<file path="config.mk">
export PLATFORM = sky130hd
export DESIGN_NAME = irq_combiner_top
export DESIGN_NICKNAME = d
export VERILOG_FILES = /design/src/rtl/irq_comb_pkg.sv /design/src/rtl/irq_enable_bank.sv /design/src/rtl/irq_group_reduce.sv /design/src/rtl/irq_csr_read.sv /design/src/rtl/irq_combiner_top.sv
export SDC_FILE = /design/constraint.sdc
export NUM_CORES = 1
export LEC_CHECK = 0
export BUFFER_PORTS_ARGS = -buffer_cell sky130_fd_sc_hd__clkbuf_2
export CORE_UTILIZATION = 40
export CTS_CLUSTER_SIZE = 14
export DETAILED_ROUTE_END_ITERATION = 10
export SYNTH_ARGS = -nofsm -noshare
export SYNTH_HDL_FRONTEND = slang
export SYNTH_SLANG_ARGS = --single-unit
</file>
<file path="constraint.sdc">
create_clock -name clk -period 6 [get_ports clk]
set_clock_uncertainty 0.1 [all_clocks]
set_input_delay 1.8 -clock clk [delete_from_list [all_inputs] [get_ports clk]]
set_output_delay 1.8 -clock clk [all_outputs]
set_load 0.02 [all_outputs]
</file>
<file path="src/rtl/irq_comb_pkg.sv">
package irq_comb_pkg;

  parameter int GRP_W        = 8;
  parameter int NUM_GRP      = 32;
  parameter int REG_W        = 32;
  parameter int ADDR_W       = 9;
  parameter int BANK_STRIDE  = 16;

  localparam int GRP_PER_BANK = REG_W / GRP_W;
  localparam int NUM_BANK     = NUM_GRP / GRP_PER_BANK;
  localparam int NUM_SRC      = NUM_GRP * GRP_W;
  localparam int BANK_W       = $clog2(NUM_BANK);
  localparam int BANK_LSB     = $clog2(BANK_STRIDE);
  localparam int MAP_TOP      = NUM_BANK * BANK_STRIDE;
  localparam logic [ADDR_W-1:0] PEND_OFF = ADDR_W'(256);

  typedef enum logic [2:0] {
    RK_NONE,
    RK_SET,
    RK_CLR,
    RK_RAW,
    RK_MSK,
    RK_PEND
  } reg_kind_e;

  typedef struct packed {
    reg_kind_e         kind;
    logic [BANK_W-1:0] bank;
  } reg_sel_t;

  // Address decode: bank window, word within bank, or the pending word.
  function automatic reg_sel_t decode_addr(input logic [ADDR_W-1:0] a);
    reg_sel_t s;
    s.kind = RK_NONE;
    s.bank = '0;
    if (a == PEND_OFF) begin
      s.kind = RK_PEND;
    end else if (a[1:0] == 2'b00 && a < ADDR_W'(MAP_TOP)) begin
      s.bank = a[BANK_LSB +: BANK_W];
      case (a[3:2])
        2'd0:    s.kind = RK_SET;
        2'd1:    s.kind = RK_CLR;
        2'd2:    s.kind = RK_RAW;
        default: s.kind = RK_MSK;
      endcase
    end
    return s;
  endfunction

  // Next enable value for one bank, clear winning over set.
  function automatic logic [REG_W-1:0] next_enable(
    input logic [REG_W-1:0] cur,
    input logic             set_we,
    input logic             clr_we,
    input logic [REG_W-1:0] wdata);
    logic [REG_W-1:0] setm, clrm;
    setm = set_we ? wdata : '0;
    clrm = clr_we ? wdata : '0;
    return (cur | setm) & ~clrm;
  endfunction

  function automatic logic any_masked(input logic [GRP_W-1:0] raw,
                                      input logic [GRP_W-1:0] en);
    return |(raw & en);
  endfunction

endpackage

</file>
<file path="src/rtl/irq_enable_bank.sv">
module irq_enable_bank
  import irq_comb_pkg::*;
#(
  parameter int W = REG_W
) (
  input  logic         clk,
  input  logic         rst_n,
  input  logic         set_we,
  input  logic         clr_we,
  input  logic [W-1:0] wdata,
  output logic [W-1:0] en_q
);

  logic [W-1:0] en_d;

  always_comb en_d = W'(next_enable(REG_W'(en_q), set_we, clr_we, REG_W'(wdata)));

  always_ff @(posedge clk or negedge rst_n) begin
    if (!rst_n) en_q <= '0;
    else        en_q <= en_d;
  end

  // set bits are on after the write
  p_set_on_r2: assert property (@(posedge clk) disable iff (!rst_n)
    (set_we && !clr_we) |=> ((en_q & $past(wdata)) == $past(wdata)));

  // bits not named in a set write keep their value
  p_set_keeps_r2: assert property (@(posedge clk) disable iff (!rst_n)
    (set_we && !clr_we) |=> ((en_q & ~$past(wdata)) == ($past(en_q) & ~$past(wdata))));

  // cleared bits are off after the write
  p_clear_off_r3: assert property (@(posedge clk) disable iff (!rst_n)
    clr_we |=> ((en_q & $past(wdata)) == '0));

  // no enable write, no change
  p_hold_r9: assert property (@(posedge clk) disable iff (!rst_n)
    (!set_we && !clr_we) |=> $stable(en_q));

endmodule

</file>
<file path="src/rtl/irq_group_reduce.sv">
module irq_group_reduce
  import irq_comb_pkg::*;
#(
  parameter int GW = GRP_W
) (
  input  logic [GW-1:0] raw,
  input  logic [GW-1:0] en,
  output logic          irq
);

  always_comb irq = any_masked(GRP_W'(raw), GRP_W'(en));

endmodule

</file>
<file path="src/rtl/irq_csr_read.sv">
module irq_csr_read
  import irq_comb_pkg::*;
(
  input  reg_sel_t             sel,
  input  logic [NUM_SRC-1:0]   en_flat,
  input  logic [NUM_SRC-1:0]   raw_flat,
  input  logic [NUM_GRP-1:0]   pend,
  output logic [REG_W-1:0]     rdata
);

  logic [REG_W-1:0] en_word;
  logic [REG_W-1:0] raw_word;

  always_comb begin
    en_word  = en_flat[int'(sel.bank)*REG_W +: REG_W];
    raw_word = raw_flat[int'(sel.bank)*REG_W +: REG_W];
    case (sel.kind)
      RK_SET, RK_CLR: rdata = en_word;
      RK_RAW:         rdata = raw_word;
      RK_MSK:         rdata = raw_word & en_word;
      RK_PEND:        rdata = REG_W'(pend);
      default:        rdata = '0;
    endcase
  end

endmodule

</file>
<file path="src/rtl/irq_combiner_top.sv">
module irq_combiner_top
  import irq_comb_pkg::*;
(
  input  logic                clk,
  input  logic                rst_n,
  input  logic [NUM_SRC-1:0]  src_level,
  input  logic [ADDR_W-1:0]   reg_addr,
  input  logic                reg_we,
  input  logic [REG_W-1:0]    reg_wdata,
  output logic [REG_W-1:0]    reg_rdata,
  output logic [NUM_GRP-1:0]  group_irq
);

  reg_sel_t           sel;
  logic [NUM_BANK-1:0] bank_set_we;
  logic [NUM_BANK-1:0] bank_clr_we;
  logic [NUM_SRC-1:0]  en_flat;

  always_comb sel = decode_addr(reg_addr);

  for (genvar n = 0; n < NUM_BANK; n++) begin : g_bank
    assign bank_set_we[n] = reg_we && sel.kind == RK_SET && sel.bank == BANK_W'(n);
    assign bank_clr_we[n] = reg_we && sel.kind == RK_CLR && sel.bank == BANK_W'(n);

    irq_enable_bank #(.W(REG_W)) u_en (
      .clk    (clk),
      .rst_n  (rst_n),
      .set_we (bank_set_we[n]),
      .clr_we (bank_clr_we[n]),
      .wdata  (reg_wdata),
      .en_q   (en_flat[n*REG_W +: REG_W])
    );
  end

  for (genvar g = 0; g < NUM_GRP; g++) begin : g_grp
    irq_group_reduce #(.GW(GRP_W)) u_red (
      .raw (src_level[g*GRP_W +: GRP_W]),
      .en  (en_flat[g*GRP_W +: GRP_W]),
      .irq (group_irq[g])
    );

    // a group line implies an enabled, asserted source in that group
    p_group_source_r6: assert property (@(posedge clk) disable iff (!rst_n)
      group_irq[g] |-> ((src_level[g*GRP_W +: GRP_W] & en_flat[g*GRP_W +: GRP_W]) != '0));
  end

  irq_csr_read u_rd (
    .sel      (sel),
    .en_flat  (en_flat),
    .raw_flat (src_level),
    .pend     (group_irq),
    .rdata    (reg_rdata)
  );

  // pending word mirrors the group lines
  p_pending_read_r7: assert property (@(posedge clk) disable iff (!rst_n)
    (reg_addr == PEND_OFF) |-> (reg_rdata == REG_W'(group_irq)));

  // unaligned offsets read zero
  p_unaligned_zero_r10: assert property (@(posedge clk) disable iff (!rst_n)
    (reg_addr[1:0] != 2'b00) |-> (reg_rdata == '0));

  // no bank sees a write strobe for unmapped offsets
  p_unmapped_no_we_r10: assert property (@(posedge clk) disable iff (!rst_n)
    (reg_addr[1:0] != 2'b00) |-> ((bank_set_we | bank_clr_we) == '0));

  // bank 0 raw status follows the source pins
  p_raw_bank0_r4: assert property (@(posedge clk) disable iff (!rst_n)
    (reg_addr == ADDR_W'(8)) |-> (reg_rdata == src_level[REG_W-1:0]));

  // set and clear never strobe the same bank together
  p_one_strobe_r3: assert property (@(posedge clk) disable iff (!rst_n)
    $onehot0(bank_set_we | bank_clr_we));

endmodule

</file>
==> summary.txt, run 1 <==
maximum clock path buffer count: 3
period utilisation layout: 0.995
largest family of logic cells by synthesized area: compound AO/OA/AOI/OAI gates
Nets: 2380
multiplexer area fraction after synthesis: 0.0644
CP arrival: 4070 ps
post-synthesis compound-gate area fraction: 0.376
CTS tree: done
gr usage total: 0.378
fmax: 168 MHz
Post-Synth Adder-Cell Area: 0.00237
largest register by flop count: g_bank.u_en.en_q
Util after Layout: 0.503
Multi-input gate area: 8410 sq um
root buffer cell: clkbuf_16
Crit Path Category: input port to primary output
Placed Cells: 2552
Initial Util: 0.408
YS warnings: 0
final hold viol count: 0
register area share after synthesis: 0.404
DRT Pass-1 Iters: 6
first-pass GRT wire length: 114000 um
average cell area after synthesis: 8.74 sq um
Port Buffer Count: 363
Overflow after GRT: 0
minimum clock period: 5970 ps
min-delay worst type: flop to flop
cts bufs inserted: 30
H-tree depth: 1
Synth Instances: 1815
vias in the first global route: 17200
Synth Area in XOR/XNOR: 0
Slew Limit Fails: 0
Worst Slack Setup Final: 32.1 ps
max_cap viols: 0
die width: 201 um
Core ar.: 38900 sq um
Layout area overhead: 23.4%
status: finished clean
max FFs per register: 256
FFs w/ async S/R, synth: 1.00
FP Rows: 72
DR vias: 17900
Post-Place Worst Slack: -61.6 ps
initial antenna violation count: 1
predominant post-synthesis flop cell: dfrtp_1
Post-synth EDFFs: 0
DP Wirelength: 57400 um
Syn Nets: 2118
worst IR drop on VDD: 0.000191 V
CP endpoint kind: primary output
pwr/cell area: 229 nW/um^2
startpoint types: input port
die area: 40400 sq um
CTS Sinks: 256
GPL Wtd Cong: 1.00
share of the synthesized area in the top cell type: 0.404
Setup Viol. Count Final: 0
Cell variety after synth: 56
Post-Layout Cell Count: 2620
routed wire length per instance: 30.3 um
worst-skew pair later-pin latency: 570 ps
largest net degree at the start of global routing: 115
DRT iter0 DRCs: 2184
relative slew slack: 0.318
cell taking the most area after synthesis: dfrtp_1
fraction of layout cells with a size suffix above 1: 0.279
CP Max Fanout: 14
Die Span Y: 201 um
Slew @ Worst Pin: 1020 ps
Filler Cell Count: 3781
mean number of vias per cell: 6.83
Clock transition at path regs: 60 ps
final WL: 79500 um
Total Power: 4480 uW
DRC errors left: 0
Worst EP required: 4100 ps
synthesized cell area: 15900 sq um
largest registers: g_bank.u_en.en_q: 256 flops
Ports: 364
most area-consuming cells after synthesis: dfrtp_1 40%, a21oi_1 17%, a22oi_1 6.2%
Post-DRT Antenna Nets: 0
Yosys reg bits: 256
LEAKAGE: 0.00885 uW
Hold-fix buffers, CTS: 0
Sequential Area: 6410 sq um
Post-Synth Simple-Gate Area: 0.0801
-- per-stage QoR --
step                instance area (sq um)  hold WS (ps)  TNS (ps)
floorplan                           15900           405         0
global placement                    18200           427     -33.5
detailed placement                  18200           445     -77.8
CTS                                 19300           464         0
global route                        19600           485     -2.85
finish                              19600           462         0
-- worst max-delay path, cell delays in order --
cell and delay [ps]:
clkbuf_2 140, or4_4 570, or2_2 510, o221ai_1 260
o22a_1 180, o21ai_1 60, a221o_1 370, clkbuf_2 170
-- power breakdown --
| part | switching (uW) | internal, uW | leakage (uW) |
|---|---|---|---|
| clock network | 799 | 1230 | 0.000534 |
| logic | 416 | 240 | 0.00476 |
| registers | 39.0 | 1760 | 0.00356 |
-- synthesized netlist by cell type (2+ instances only) --
master     number
a2111oi_0       2
a211oi_1       20
a21o_1         16
a21oi_1       538
a221o_1         6
a221oi_1       23
a221oi_2        5
a222oi_1        3
a22oi_1       132
a2bb2oi_1      12
a31oi_1         9
and2_1          4
buf_1           6
buf_2          76
buf_4          33
buf_6           6
clkbuf_1      113
dfrtp_1       256
ha_1            3
inv_1           7
mux2_2         20
mux2i_1        66
mux4_2          6
nand2_1        79
nand2b_1        4
nand3_1        33
nand3b_1        2
nand4_1        33
nor2_1         41
nor2b_1         2
nor3_1         29
nor4_4          2
o2111ai_1      34
o211ai_1       11
o21a_1          5
o21ai_0        23
o21ai_1         7
o221a_1         3
o221ai_1       28
o22a_1          5
o22ai_1        80
or3_1          18
-- cells in the final DEF (no fill, tap or decap), drive strengths merged, types with 21 or more instances in the layout --
master   Yosys  routed
dfrtp      256     256
o2111ai     34      34
o22ai       80      80
nand3       33      33
nand2       80      80
nand4       33      33
buf        121     117
nor2        41      41
a221oi      28      28
a22oi      132     132
nor3        29      29
o221ai      28      28
a211oi      21      21
o21ai       30      30
a21oi      538     538
clkbuf     113     387
mux2i       66      66
-- repair_timing --
item / CTS / global route
pin swaps: 0 / 8
setup endpoints to repair: 2 / 25
buffers inserted: 0 / 8
gates resized for setup: 2 / 56
gates cloned: 0 / 3
-- per-layer routing --
layer  GRT usage  wire length (um)  vias up
met2       0.580             35100     1358
met3      0.0768              8830      273
li1            -                 -     7564
met4       0.202              4750        0
met5           0                 0        -
met1       0.502             30800     8712
-- worst paths after layout --
check / startpoint / endpoint / slack, ps / cells after the start
max reg2reg: g_bank[6].u_en.en_q[14]$_DFF_PN0_ / g_bank[6].u_en.en_q[14]$_DFF_PN0_ / 5060 / 2
min reg2reg: g_bank[7].u_en.en_q[25]$_DFF_PN0_ / g_bank[7].u_en.en_q[25]$_DFF_PN0_ / 460 / 2
max: reg_addr[1] / reg_rdata[21] / 30 / 8
max in group asynchronous: rst_n / g_bank[7].u_en.en_q[13]$_DFF_PN0_ / 3450 / 2
min in group asynchronous: rst_n / g_bank[1].u_en.en_q[24]$_DFF_PN0_ / 1140 / 1
min: g_bank[7].u_en.en_q[25]$_DFF_PN0_ / g_bank[7].u_en.en_q[25]$_DFF_PN0_ / 460 / 2
-- kinds of logic after synthesis --
logic type,count (synthesis)
compound gates,969
flops,256
simple gates,254
buf+inv,241
mux,92
fa+ha+maj,3
-- layout make-up --
| class | instances | share of cell area |
|---|---|---|
| multi-input combinational | 1319 | 0.430 |
| sequential | 256 | 0.327 |
| timing repair buffer | 463 | 0.152 |
| clock buffer | 41 | 0.0446 |
| tap | 518 | 0.0331 |
| clock inverter | 15 | 0.0111 |
| inverter | 7 | 0.00160 |
| antenna | 1 | 0.000128 |
(Power assumes the default switching activity.)
==> inputs of run 2 (changes only) <==
- CORE_MARGIN: not set -> 5
- PLACE_DENSITY_LB_ADDON: not set -> 0.05
==> summary.txt, run 2 (synthesis gave the netlist of run 1 again) <==
maximum clock path buffer count: 3
pwr/cell area: 226 nW/um^2
vias in the first global route: 17500
top sig layer: met5
worst-skew pair later-pin latency: 580 ps
Post-DRT Antenna Nets: 0
minimum clock period: 6110 ps
cell internal pwr: 3200 uW
most frequent cell on the critical path: buf_4
met3 WL: 8770 um
Final Cell Area: 19700 sq um
max FFs per register: 256
Hold-fix buffers, CTS: 0
DRT met1 WL: 32800 um
commonest non-fill, non-tap cell in the layout: a21oi_1
CP arrival: 4210 ps
worst IR drop on VDD: 0.000228 V
met2 routed WL: 36800 um
die area: 43700 sq um
Worst Slack Setup Final: -111 ps
largest net degree at the start of global routing: 105
fraction of layout cells with a size suffix above 1: 0.286
Clk pwr share: 0.447
CP endpoint kind: primary output
CP Max Fanout: 8
initial antenna violation count: 2
routed wire length per instance: 31.1 um
first-pass GRT wire length: 117000 um
relative slew slack: 0.343
Ports: 364
DRC errors left: 0
GPL Wtd Cong: 0.976
Post-DP Area: 18300 sq um
FP Rows: 73
die width: 209 um
Diodes inserted: 0
final hold viol count: 0
Setup Viol. Count Final: 15
Slowest-stage cell, CP: o32a_1
unrepaired setup endpoints after global routing: yes
Nets: 2392
DRT Pass-1 Iters: 8
startpoint types: input port
failing checks: setup timing
Initial Util: 0.402
status: finished, violations left
Sequential Area: 6410 sq um
Clock transition at path regs: 60 ps
NetSw: 1260 uW
Crit Path Category: input port to primary output
Overflow after GRT: 0
CTS tree: done
largest register by flop count: g_bank.u_en.en_q
Multi-input gate area: 8450 sq um
Layout area overhead: 24.1%
final WL: 82100 um
Slew Limit Fails: 0
Port Buffer Count: 363
Util after Layout: 0.499
slowest stage delay, CP: 440 ps
Sw Ratio: 0.283
commonest non-fill, non-tap cells in the layout: 535 x a21oi_1, 344 x clkbuf_2, 256 x dfrtp_1
cts bufs inserted: 30
max_cap viols: 0
largest registers: g_bank.u_en.en_q: 256 flops
Filler Cell Count: 3872
Worst EP required: 4100 ps
DRT iter0 DRCs: 2055
root buffer cell: clkbuf_16
H-tree depth: 1
gr usage total: 0.352
DP Wirelength: 59600 um
Seq pwr share: 0.402
Slew @ Worst Pin: 985 ps
worst-path cell chain: buf_8 > inv_4 > ha_4 > o21bai_4 > o32a_1 > nor4_4 > buf_4 > clkbuf_16 > buf_12 > a221oi_2 > a21oi_1 > buf_4
period utilisation layout: 1.02
CTS Sinks: 256
Core ar.: 39500 sq um
DR vias: 17700
combinational fraction of design power: 0.151
Die Span Y: 209 um
min-delay worst type: flop to flop
LEAKAGE: 0.00892 uW
mean number of vias per cell: 6.73
fmax: 164 MHz
==> run 2: cell types whose count changed in the layout (fill, tap and decap cells not counted), moves of 2 or more <==
cell	previous run	this run
inv_6	2	0
a211oi_1	19	17
a221oi_1	22	20
buf_4	80	99
buf_6	9	4
a211oi_2	1	3
buf_2	3	1
a221oi_2	6	8
==> run 2: metrics by stage <==
stage / hold WS, ps / instances / setup TNS (ps) / power [uW] / setup WS (ps)
6_report: 460 / 2637 / -651 / 4460 / -111
5_1_grt: 474 / 2637 / -472 / 4580 / -65.5
3_3_place_gp: 434 / 2575 / 0 / 2470 / 4.26
2_1_floorplan: 405 / 1815 / 0 / 2140 / 110
3_5_place_dp: 442 / 2575 / -24.0 / 2470 / -16.1
4_1_cts: 457 / 2630 / 0 / 4440 / 4.89
==> run 2: worst max-delay path: cells and delay by family <==
kind,cells,cell delay (ps)
compound gates,4,880
buf+inv,6,850
fa+ha+maj,1,240
simple gates,1,420
==> run 2: final cells by class <==
| class | instances | area share |
|---|---|---|
| Multi-Input combinational cell | 1318 | 0.429 |
| Sequential cell | 256 | 0.325 |
| Timing Repair Buffer | 476 | 0.156 |
| Clock buffer | 42 | 0.0451 |
| Tap cell | 525 | 0.0334 |
| Clock inverter | 13 | 0.00883 |
| Inverter | 7 | 0.00159 |
==> run 2: layer usage <==
| metal | GRT usage | vias up |
|---|---|---|
| li1 | - | 7600 |
| met1 | 0.468 | 8708 |
| met2 | 0.546 | 1197 |
| met3 | 0.0928 | 235 |
| met4 | 0.147 | 4 |
| met5 | 0 | - |
==> run 2: worst paths after layout <==
path,start,cells after the start,slack (ps),end
setup / recovery,reg_addr[3],12,-110,reg_rdata[6]
hold / removal,g_bank[4].u_en.en_q[0]$_DFF_PN0_,2,460,g_bank[4].u_en.en_q[0]$_DFF_PN0_
setup reg to reg,g_bank[7].u_en.en_q[7]$_DFF_PN0_,2,5110,g_bank[7].u_en.en_q[7]$_DFF_PN0_
hold reg to reg,g_bank[4].u_en.en_q[0]$_DFF_PN0_,2,460,g_bank[4].u_en.en_q[0]$_DFF_PN0_
max in group asynchronous,rst_n,2,3560,g_bank[6].u_en.en_q[17]$_DFF_PN0_
min in group asynchronous,rst_n,1,1150,g_bank[5].u_en.en_q[6]$_DFF_PN0_
==> run 2: power by group through the flow <==
| stage | Clock, uW | Combinational (uW) | Sequential (uW) |
|---|---|---|---|
| 3_3_place_gp | 0 | 648 | 1820 |
| 6_report | 1990 | 674 | 1790 |
| 4_1_cts | 2000 | 652 | 1790 |
| 2_1_floorplan | 0 | 332 | 1810 |
| 3_5_place_dp | 0 | 650 | 1820 |
| 5_1_grt | 2070 | 716 | 1790 |
==> run 2: timing repair <==
item	in CTS	in global routing
setup endpoints to repair	1	15
setup buffers	0	5
gates cloned	0	2
pin swaps	0	11
gates resized for setup	1	66
